**src/rtl/irq_dist_pkg.sv**
```systemverilog
package irq_dist_pkg;
   localparam int A_CTRL  = 'h00;
   localparam int A_TYPE  = 'h01;
   localparam int A_SWI   = 'h02;
   localparam int A_ENSET = 'h08;
   localparam int A_ENCLR = 'h0C;
   localparam int A_PEND  = 'h10;
   localparam int A_CFG   = 'h20;
   localparam int A_PRIO  = 'h40;
   localparam int A_TGT   = 'h80;
   localparam int PRIO_W  = 8;
   localparam int BANKED  = 32;
   localparam int SWI_CNT = 16;
endpackage

```
**src/rtl/irq_dist_pend.sv**
```systemverilog
module irq_dist_pend (
   input  logic clk,
   input  logic rst_n,
   input  logic edge_mode,
   input  logic line_in,
   input  logic sw_set,
   input  logic ack_clr,
   output logic pend
);
   logic line_q;

   always_ff @(posedge clk or negedge rst_n) begin
      if (!rst_n) begin
         line_q <= 1'b0;
         pend   <= 1'b0;
      end else begin
         line_q <= line_in;
         if (!edge_mode)
            pend <= line_in;
         else if ((line_in && !line_q) || sw_set)
            pend <= 1'b1;
         else if (ack_clr)
            pend <= 1'b0;
      end
   end
endmodule

```
**src/rtl/irq_dist_sel.sv**
```systemverilog
module irq_dist_sel
   import irq_dist_pkg::*;
#(
   parameter int NUM_IRQ = 64,
   localparam int ID_W = $clog2(NUM_IRQ)
) (
   input  logic [NUM_IRQ-1:0]             cand,
   input  logic [NUM_IRQ-1:0][PRIO_W-1:0] prio,
   output logic                           valid,
   output logic [ID_W-1:0]                id,
   output logic [PRIO_W-1:0]              prio_o
);
   always_comb begin
      valid  = 1'b0;
      id     = '0;
      prio_o = '0;
      for (int i = 0; i < NUM_IRQ; i++) begin
         if (cand[i] && (!valid || prio[i] < prio_o)) begin
            valid  = 1'b1;
            id     = ID_W'(i);
            prio_o = prio[i];
         end
      end
   end
endmodule

```
**src/rtl/irq_distributor.sv**
```systemverilog
module irq_distributor
   import irq_dist_pkg::*;
#(
   parameter int NUM_IRQ = 64,
   parameter int NUM_CPU = 2,
   localparam int ID_W  = $clog2(NUM_IRQ),
   localparam int CPU_W = (NUM_CPU > 1) ? $clog2(NUM_CPU) : 1,
   localparam int NSH   = NUM_IRQ - BANKED
) (
   input  logic                      clk,
   input  logic                      rst_n,
   input  logic [CPU_W-1:0]          bus_cpu,
   input  logic [7:0]                bus_addr,
   input  logic                      bus_we,
   input  logic [31:0]               bus_wdata,
   output logic [31:0]               bus_rdata,
   input  logic [NSH-1:0]            spi_in,
   input  logic [NUM_CPU*16-1:0]     ppi_in,
   input  logic [NUM_CPU-1:0]        ack_valid,
   input  logic [NUM_CPU*ID_W-1:0]   ack_id,
   output logic [NUM_CPU-1:0]        fwd_valid,
   output logic [NUM_CPU*ID_W-1:0]   fwd_id,
   output logic [NUM_CPU*PRIO_W-1:0] fwd_prio
);
   localparam int NWORD = NUM_IRQ / 32;

   if (NUM_IRQ % 32 != 0 || NUM_IRQ < 64 || NUM_IRQ > 128) begin : g_bad_irq
      $error("NUM_IRQ must be 64 or 96 or 128");
   end
   if (NUM_CPU < 1 || NUM_CPU > 8) begin : g_bad_cpu
      $error("NUM_CPU must be 1..8");
   end

   logic                             ctrl_en;
   logic [NUM_CPU-1:0][31:0]         en_bank;
   logic [NWORD-2:0][31:0]           en_sh;
   logic [NUM_IRQ-1:16]              cfg_edge;
   logic [NUM_IRQ-1:0][PRIO_W-1:0]   prio_q;
   logic [NUM_IRQ-1:32][NUM_CPU-1:0] tgt_q;
   logic [NUM_CPU-1:0][31:0]         pend_bank;
   logic [NSH-1:0]                   pend_sh;
   logic [NUM_CPU-1:0][31:0]         ack_bank;
   logic [NSH-1:0]                   ack_sh;
   logic [NUM_CPU-1:0][15:0]         swi_set;
   logic [NUM_CPU*NUM_IRQ-1:0]       en_flat, pend_flat, elig_flat;
   int                               a;

   assign a = int'(bus_addr);

   // configuration state
   always_ff @(posedge clk or negedge rst_n) begin
      if (!rst_n) begin
         ctrl_en  <= 1'b0;
         en_bank  <= '0;
         en_sh    <= '0;
         cfg_edge <= '0;
         prio_q   <= '0;
         tgt_q    <= '0;
      end else if (bus_we) begin
         if (a == A_CTRL) ctrl_en <= bus_wdata[0];
         if (a == A_ENSET) en_bank[bus_cpu] <= en_bank[bus_cpu] | bus_wdata;
         if (a == A_ENCLR) en_bank[bus_cpu] <= en_bank[bus_cpu] & ~bus_wdata;
         for (int w = 1; w < NWORD; w++) begin
            if (a == A_ENSET + w) en_sh[w-1] <= en_sh[w-1] | bus_wdata;
            if (a == A_ENCLR + w) en_sh[w-1] <= en_sh[w-1] & ~bus_wdata;
         end
         for (int i = SWI_CNT; i < NUM_IRQ; i++)
            if (a == A_CFG + i/16) cfg_edge[i] <= bus_wdata[(i%16)*2+1];
         for (int i = 0; i < NUM_IRQ; i++)
            if (a == A_PRIO + i/4) prio_q[i] <= bus_wdata[(i%4)*8 +: PRIO_W];
         for (int i = BANKED; i < NUM_IRQ; i++)
            if (a == A_TGT + i/4) tgt_q[i] <= bus_wdata[(i%4)*8 +: NUM_CPU];
      end
   end

   // software requests and acknowledges
   always_comb begin
      ack_sh = '0;
      for (int c = 0; c < NUM_CPU; c++) begin
         for (int k = 0; k < 16; k++)
            swi_set[c][k] = bus_we && (a == A_SWI) && bus_wdata[16+c] &&
                            (bus_wdata[3:0] == 4'(k));
         for (int i = 0; i < BANKED; i++)
            ack_bank[c][i] = ack_valid[c] && (ack_id[c*ID_W +: ID_W] == ID_W'(i));
         for (int j = 0; j < NSH; j++)
            if (ack_valid[c] && (ack_id[c*ID_W +: ID_W] == ID_W'(j + BANKED)))
               ack_sh[j] = 1'b1;
      end
   end

   // pending cells: banked software and private lines, then shared lines
   for (genvar c = 0; c < NUM_CPU; c++) begin : g_cpu
      for (genvar i = 0; i < SWI_CNT; i++) begin : g_swi
         irq_dist_pend u_pend (
            .clk(clk), .rst_n(rst_n), .edge_mode(1'b1), .line_in(1'b0),
            .sw_set(swi_set[c][i]), .ack_clr(ack_bank[c][i]), .pend(pend_bank[c][i]));
      end
      for (genvar i = SWI_CNT; i < BANKED; i++) begin : g_ppi
         irq_dist_pend u_pend (
            .clk(clk), .rst_n(rst_n), .edge_mode(cfg_edge[i]),
            .line_in(ppi_in[c*16 + i - SWI_CNT]), .sw_set(1'b0),
            .ack_clr(ack_bank[c][i]), .pend(pend_bank[c][i]));
      end
      assign en_flat[c*NUM_IRQ +: NUM_IRQ]   = {en_sh, en_bank[c]};
      assign pend_flat[c*NUM_IRQ +: NUM_IRQ] = {pend_sh, pend_bank[c]};
      for (genvar i = 0; i < NUM_IRQ; i++) begin : g_elig
         if (i < BANKED) begin : g_own
            assign elig_flat[c*NUM_IRQ+i] = en_flat[c*NUM_IRQ+i] && pend_flat[c*NUM_IRQ+i];
         end else begin : g_routed
            assign elig_flat[c*NUM_IRQ+i] = en_flat[c*NUM_IRQ+i] &&
                                            pend_flat[c*NUM_IRQ+i] && tgt_q[i][c];
         end
      end
      irq_dist_sel #(.NUM_IRQ(NUM_IRQ)) u_sel (
         .cand   (ctrl_en ? elig_flat[c*NUM_IRQ +: NUM_IRQ] : '0),
         .prio   (prio_q),
         .valid  (fwd_valid[c]),
         .id     (fwd_id[c*ID_W +: ID_W]),
         .prio_o (fwd_prio[c*PRIO_W +: PRIO_W]));
   end

   for (genvar j = 0; j < NSH; j++) begin : g_spi
      irq_dist_pend u_pend (
         .clk(clk), .rst_n(rst_n), .edge_mode(cfg_edge[j+BANKED]),
         .line_in(spi_in[j]), .sw_set(1'b0), .ack_clr(ack_sh[j]), .pend(pend_sh[j]));
   end

   // read mux
   always_comb begin
      bus_rdata = '0;
      if (a == A_CTRL) bus_rdata[0] = ctrl_en;
      if (a == A_TYPE) bus_rdata[4:0] = 5'(NWORD - 1);
      for (int w = 0; w < NWORD; w++) begin
         if (a == A_ENSET + w || a == A_ENCLR + w)
            bus_rdata = en_flat[int'(bus_cpu)*NUM_IRQ + w*32 +: 32];
         if (a == A_PEND + w)
            bus_rdata = pend_flat[int'(bus_cpu)*NUM_IRQ + w*32 +: 32];
      end
      for (int i = 0; i < SWI_CNT; i++)
         if (a == A_CFG) bus_rdata[i*2+1] = 1'b1;
      for (int i = SWI_CNT; i < NUM_IRQ; i++)
         if (a == A_CFG + i/16) bus_rdata[(i%16)*2+1] = cfg_edge[i];
      for (int i = 0; i < NUM_IRQ; i++)
         if (a == A_PRIO + i/4) bus_rdata[(i%4)*8 +: PRIO_W] = prio_q[i];
      for (int i = 0; i < BANKED; i++)
         if (a == A_TGT + i/4) bus_rdata[(i%4)*8 + int'(bus_cpu)] = 1'b1;
      for (int i = BANKED; i < NUM_IRQ; i++)
         if (a == A_TGT + i/4) bus_rdata[(i%4)*8 +: NUM_CPU] = tgt_q[i];
   end
endmodule

```
**config.mk**
```make
export PLATFORM = sky130hd
export DESIGN_NAME = irq_distributor
export DESIGN_NICKNAME = d
export VERILOG_FILES = /design/src/rtl/irq_dist_pkg.sv /design/src/rtl/irq_dist_pend.sv /design/src/rtl/irq_dist_sel.sv /design/src/rtl/irq_distributor.sv
export SDC_FILE = /design/constraint.sdc
export NUM_CORES = 2
export LEC_CHECK = 0
export ABC_AREA = 1
export BUFFER_PORTS_ARGS = -buffer_cell sky130_fd_sc_hd__buf_2
export CORE_ASPECT_RATIO = 1.2
export CORE_MARGIN = 2
export CORE_UTILIZATION = 45
export CTS_CLUSTER_DIAMETER = 120
export CTS_CLUSTER_SIZE = 16
export DETAILED_ROUTE_END_ITERATION = 10
export SLEW_MARGIN = 15
export SYNTH_ARGS = -nofsm -noshare
export SYNTH_HDL_FRONTEND = slang
export SYNTH_HIERARCHICAL = 1
export SYNTH_SLANG_ARGS = --single-unit
```
**constraint.sdc**
```tcl
create_clock -name clk -period 105.7 [get_ports clk]
set_input_delay 10.57 -clock clk [delete_from_list [all_inputs] [get_ports clk]]
set_output_delay 10.57 -clock clk [all_outputs]
set_load 0.02 [all_outputs]
```
==> summary.txt <==
Cells and area
  • Final #Nets: 13.6k
  • Post-route non-filler standard cell count: 15.3k
  • Fraction of layout cells with a size suffix above 1: 9.33%
  • Sequential cell area: 22,800 µm²
  • Multi-input logic area: 52,900 µm²
  • Fillcell total: roughly 19k
  • Layout area overhead: 6.26%

Setup path
  • Worst reg2reg setup slack: between 100 and 150 ns
  • Crit. End Element: primary output
  • Crit path launch type: register
  • Worst path slowest cell: nor3_1
  • Max Fanout on Critical Path: 27
  • Worst EP arrival: 87.43 ns
  • Worst Path Required: 95.13 ns
  • Slowest stage delay, CP: 0.67 ns
  • Crit path kind: reg2out
  • Cell mode on critical path: nand2_1

GRT
  • Largest net degree at the start of global routing: 153
  • First-pass GRT wire length: 578,000 µm
  • Vias in the first global route: 81.9k
  • GRT overflow: 0
  • Total GRT Usage: 42.6%
  • Initial antenna violation count: between 40 and 50

Synth
  • Register bit total from synthesis: between 900 and 1k
  • Post-synth EDFFs: 0
  • Synth unique cells: 59
  • Primary FF master, synth: dfrtp_1
  • FFs w/ async S/R, synth: 100%
  • Post-synthesis sequential area ratio: 27.8%
  • YS warnings: 6
  • Syn Std Cell Area: just over 80,000 µm²
  • Syn Area/Cell: 6.47 µm²
  • Post-synthesis cell count: 12.7k

STA
  • Slew headroom: roughly 2.9%
  • Final worst-path cycle share: 92.7%
  • Hold_ws: 0.482 ns
  • Finish-stage setup viols: 0
  • Fin crit period: between 90 and 100 ns
  • Peak Freq: between 10 and 15 MHz
  • Slew Limit Fails: 0
  • Clock skew: 0.0383 ns
  • Worst Tran Pin Value: 1.45 ns
  • Final hold vios: 0

Floorplan
  • Std cell rows: 171
  • Full die area: 186,000 µm²
  • Initial Util: a little under half
  • Die Y: 473 µm
  • # IOs: ~180
  • Width of the die: 394 µm
  • Core Area: 181,000 µm²

CTS
  • CTS max path bufs: 3
  • Root buf cell: clkbuf_16
  • Total number of H-tree levels: 3
  • CTS Hold Bufs: 0
  • Number of clock sinks: between 900 and 1k
  • Num CTS Buffers: 69
  • CTS tree: done
  • Clk_lat worst skew: 0.73 ns
  • Reg clk slew, reported paths: 0.09 ns

Pwr
  • Int Pwr: slightly below 600 µW
  • Sw Pwr: 375 µW
  • Pwr/cell area: 11.0 nW/µm²
  • Peak VDD IR: 14.3 µV
  • Clock power frac: roughly 29%
  • Seq pwr share: 42.1%
  • Leakage power: 0.0485 µW
  • Power share of the combinational group: 29.3%
  • Sw Ratio: 39.0%

Routing
  • Vias per cell: ~5.8
  • Post-route DRC: 0
  • DRT Wirelength: 408,000 µm
  • Post-DRT Antenna Nets: 0
  • Initial DRC count: 10.7k
  • Drt pass-1 iters: 9
  • Via count: 89.3k
  • WL per Instance: about 27 µm

Flow run
  • Max-cap violations: 0

Place
  • Port bufs: 183
  • RePlAce Congestion: 1.11
  • Post-Place Cells: 15.2k
  • Hpwl dp: 313,000 µm

Min path
  • HP Class: reg2reg

Status
  • Status: complete, no violations
## per-stage QoR
stage	setup WS [ns]	utilization [%]	TNS [ns]	total power [µW]	area [µm²]
CTS	0.829	48.0	0	955	87100
finish	7.70	48.2	0	961	87500
global placement	1.92	46.9	0	679	85100
global route	-0.0423	48.1	-0.153	1010	87400
floorplan	15.53	-	0	586	83000
detailed placement	2.04	46.9	0	683	85100
## layout make-up
class                   instances  area share [%]
inverters                    1274            5.51
well taps                    2422            3.46
multi-input cells           10300            60.5
repair buffers                285            1.96
flip-flops and latches        913            26.1
clock inverters                12           0.183
clock buffers                  75            2.05
diodes                         60           0.172
## routing by layer
| layer | share of wire, % | track usage [%] | wire, µm |
|---|---|---|---|
| met1 | 38 | 53.0 | 157000 |
| met2 | 43 | 64.3 | 174000 |
| met3 | 10 | 9.66 | 41300 |
| met4 | 8.8 | 32.4 | 35800 |
| met5 | 0.039 | 0 | 159 |
## power groups by stage
stage	sequential [µW]	combinational [µW]	clock [µW]
5_1_grt	405	319	287
3_5_place_dp	409	274	0
2_1_floorplan	389	198	0
3_3_place_gp	409	270	0
4_1_cts	402	275	277
6_report	405	282	274
## registers in the layout, indices dropped and copies added, names as in the netlist, 32 cells and up, named ones only
name / flops
cfg_edge: 48
en_bank: 64
g_cpu.g_ppi.u_pend/line_q: 32
g_cpu.g_ppi.u_pend/pend: 32
g_cpu.g_swi.u_pend/line_q: 32
g_cpu.g_swi.u_pend/pend: 32
g_spi.u_pend/line_q: 32
g_spi.u_pend/pend: 32
prio_q: 512
tgt_q: 64
## Yosys cell counts, drive strengths merged (10+ instances only)
| cell type | count | area (µm²) |
|---|---|---|
| a211oi | 139 | 1050 |
| a21oi | 262 | 1310 |
| a31oi | 129 | 807 |
| buf | 112 | 821 |
| clkbuf | 313 | 1910 |
| dfrtp | 913 | 22800 |
| ha | 660 | 8260 |
| inv | 1270 | 4770 |
| nand2 | 5104 | 21400 |
| nand3 | 864 | 4360 |
| nand3b | 111 | 833 |
| nand4 | 142 | 888 |
| nor2 | 1014 | 3860 |
| nor3 | 46 | 272 |
| o2111ai | 17 | 149 |
| o211ai | 19 | 143 |
| o21ai | 1385 | 6950 |
| o21bai | 113 | 848 |
| o22ai | 53 | 332 |
| or2 | 10 | 62.6 |
## timing repair
item | CTS | global route
setup buffers | 0 | 2
resized for setup | 0 | 279
setup endpoints to repair | 0 | 28
## cell usage in the layout, fill, tap and decap left out, types with 70 or more instances in the layout
cell type	instances
inv_2	134
nand3_1	856
o21bai_1	113
nand4_1	142
buf_2	180
a21oi_1	262
nand2_4	170
a31oi_1	129
nand2_2	411
conb_1	192
nand2_1	4522
nand3b_1	111
o21ai_0	1119
clkbuf_16	70
ha_1	660
nor2_1	988
a211oi_1	138
dfrtp_1	913
buf_4	102
o21ai_1	224
inv_1	1125
## cells by family after synthesis
kind of cell / synth area share [%]
and+or+nand+nor: 38.6
buffers and inverters: 9.19
muxes: 0.109
DFF: 27.8
adders and majority gates: 10.0
other: 0.00912
AOI/OAI and AO/OA: 14.3
## worst max-delay path: cells and delay by family (launching register included)
family | cells | cell delay, ns
AOI/OAI and AO/OA | 170 | 37.10
buffers and inverters | 11 | 1.11
DFF | 1 | 0.44
and+or+nand+nor | 275 | 29.06
adders and majority gates | 62 | 18.83
## final timing paths
check	start	end	cells after the start
hold reg to reg	g_spi[14].u_pend/line_q	g_spi[14].u_pend/pend	3
hold / removal	g_spi[14].u_pend/line_q	g_spi[14].u_pend/pend	3
max in group asynchronous	rst_n	prio_q[174]	4
setup reg to reg	cfg_edge[27]	g_cpu[0].g_ppi[27].u_pend/pend	3
setup / recovery	ctrl_en	fwd_prio[1]	518
min in group asynchronous	rst_n	g_cpu[1].g_swi[3].u_pend/line_q	1
(Power assumes the default switching activity.)
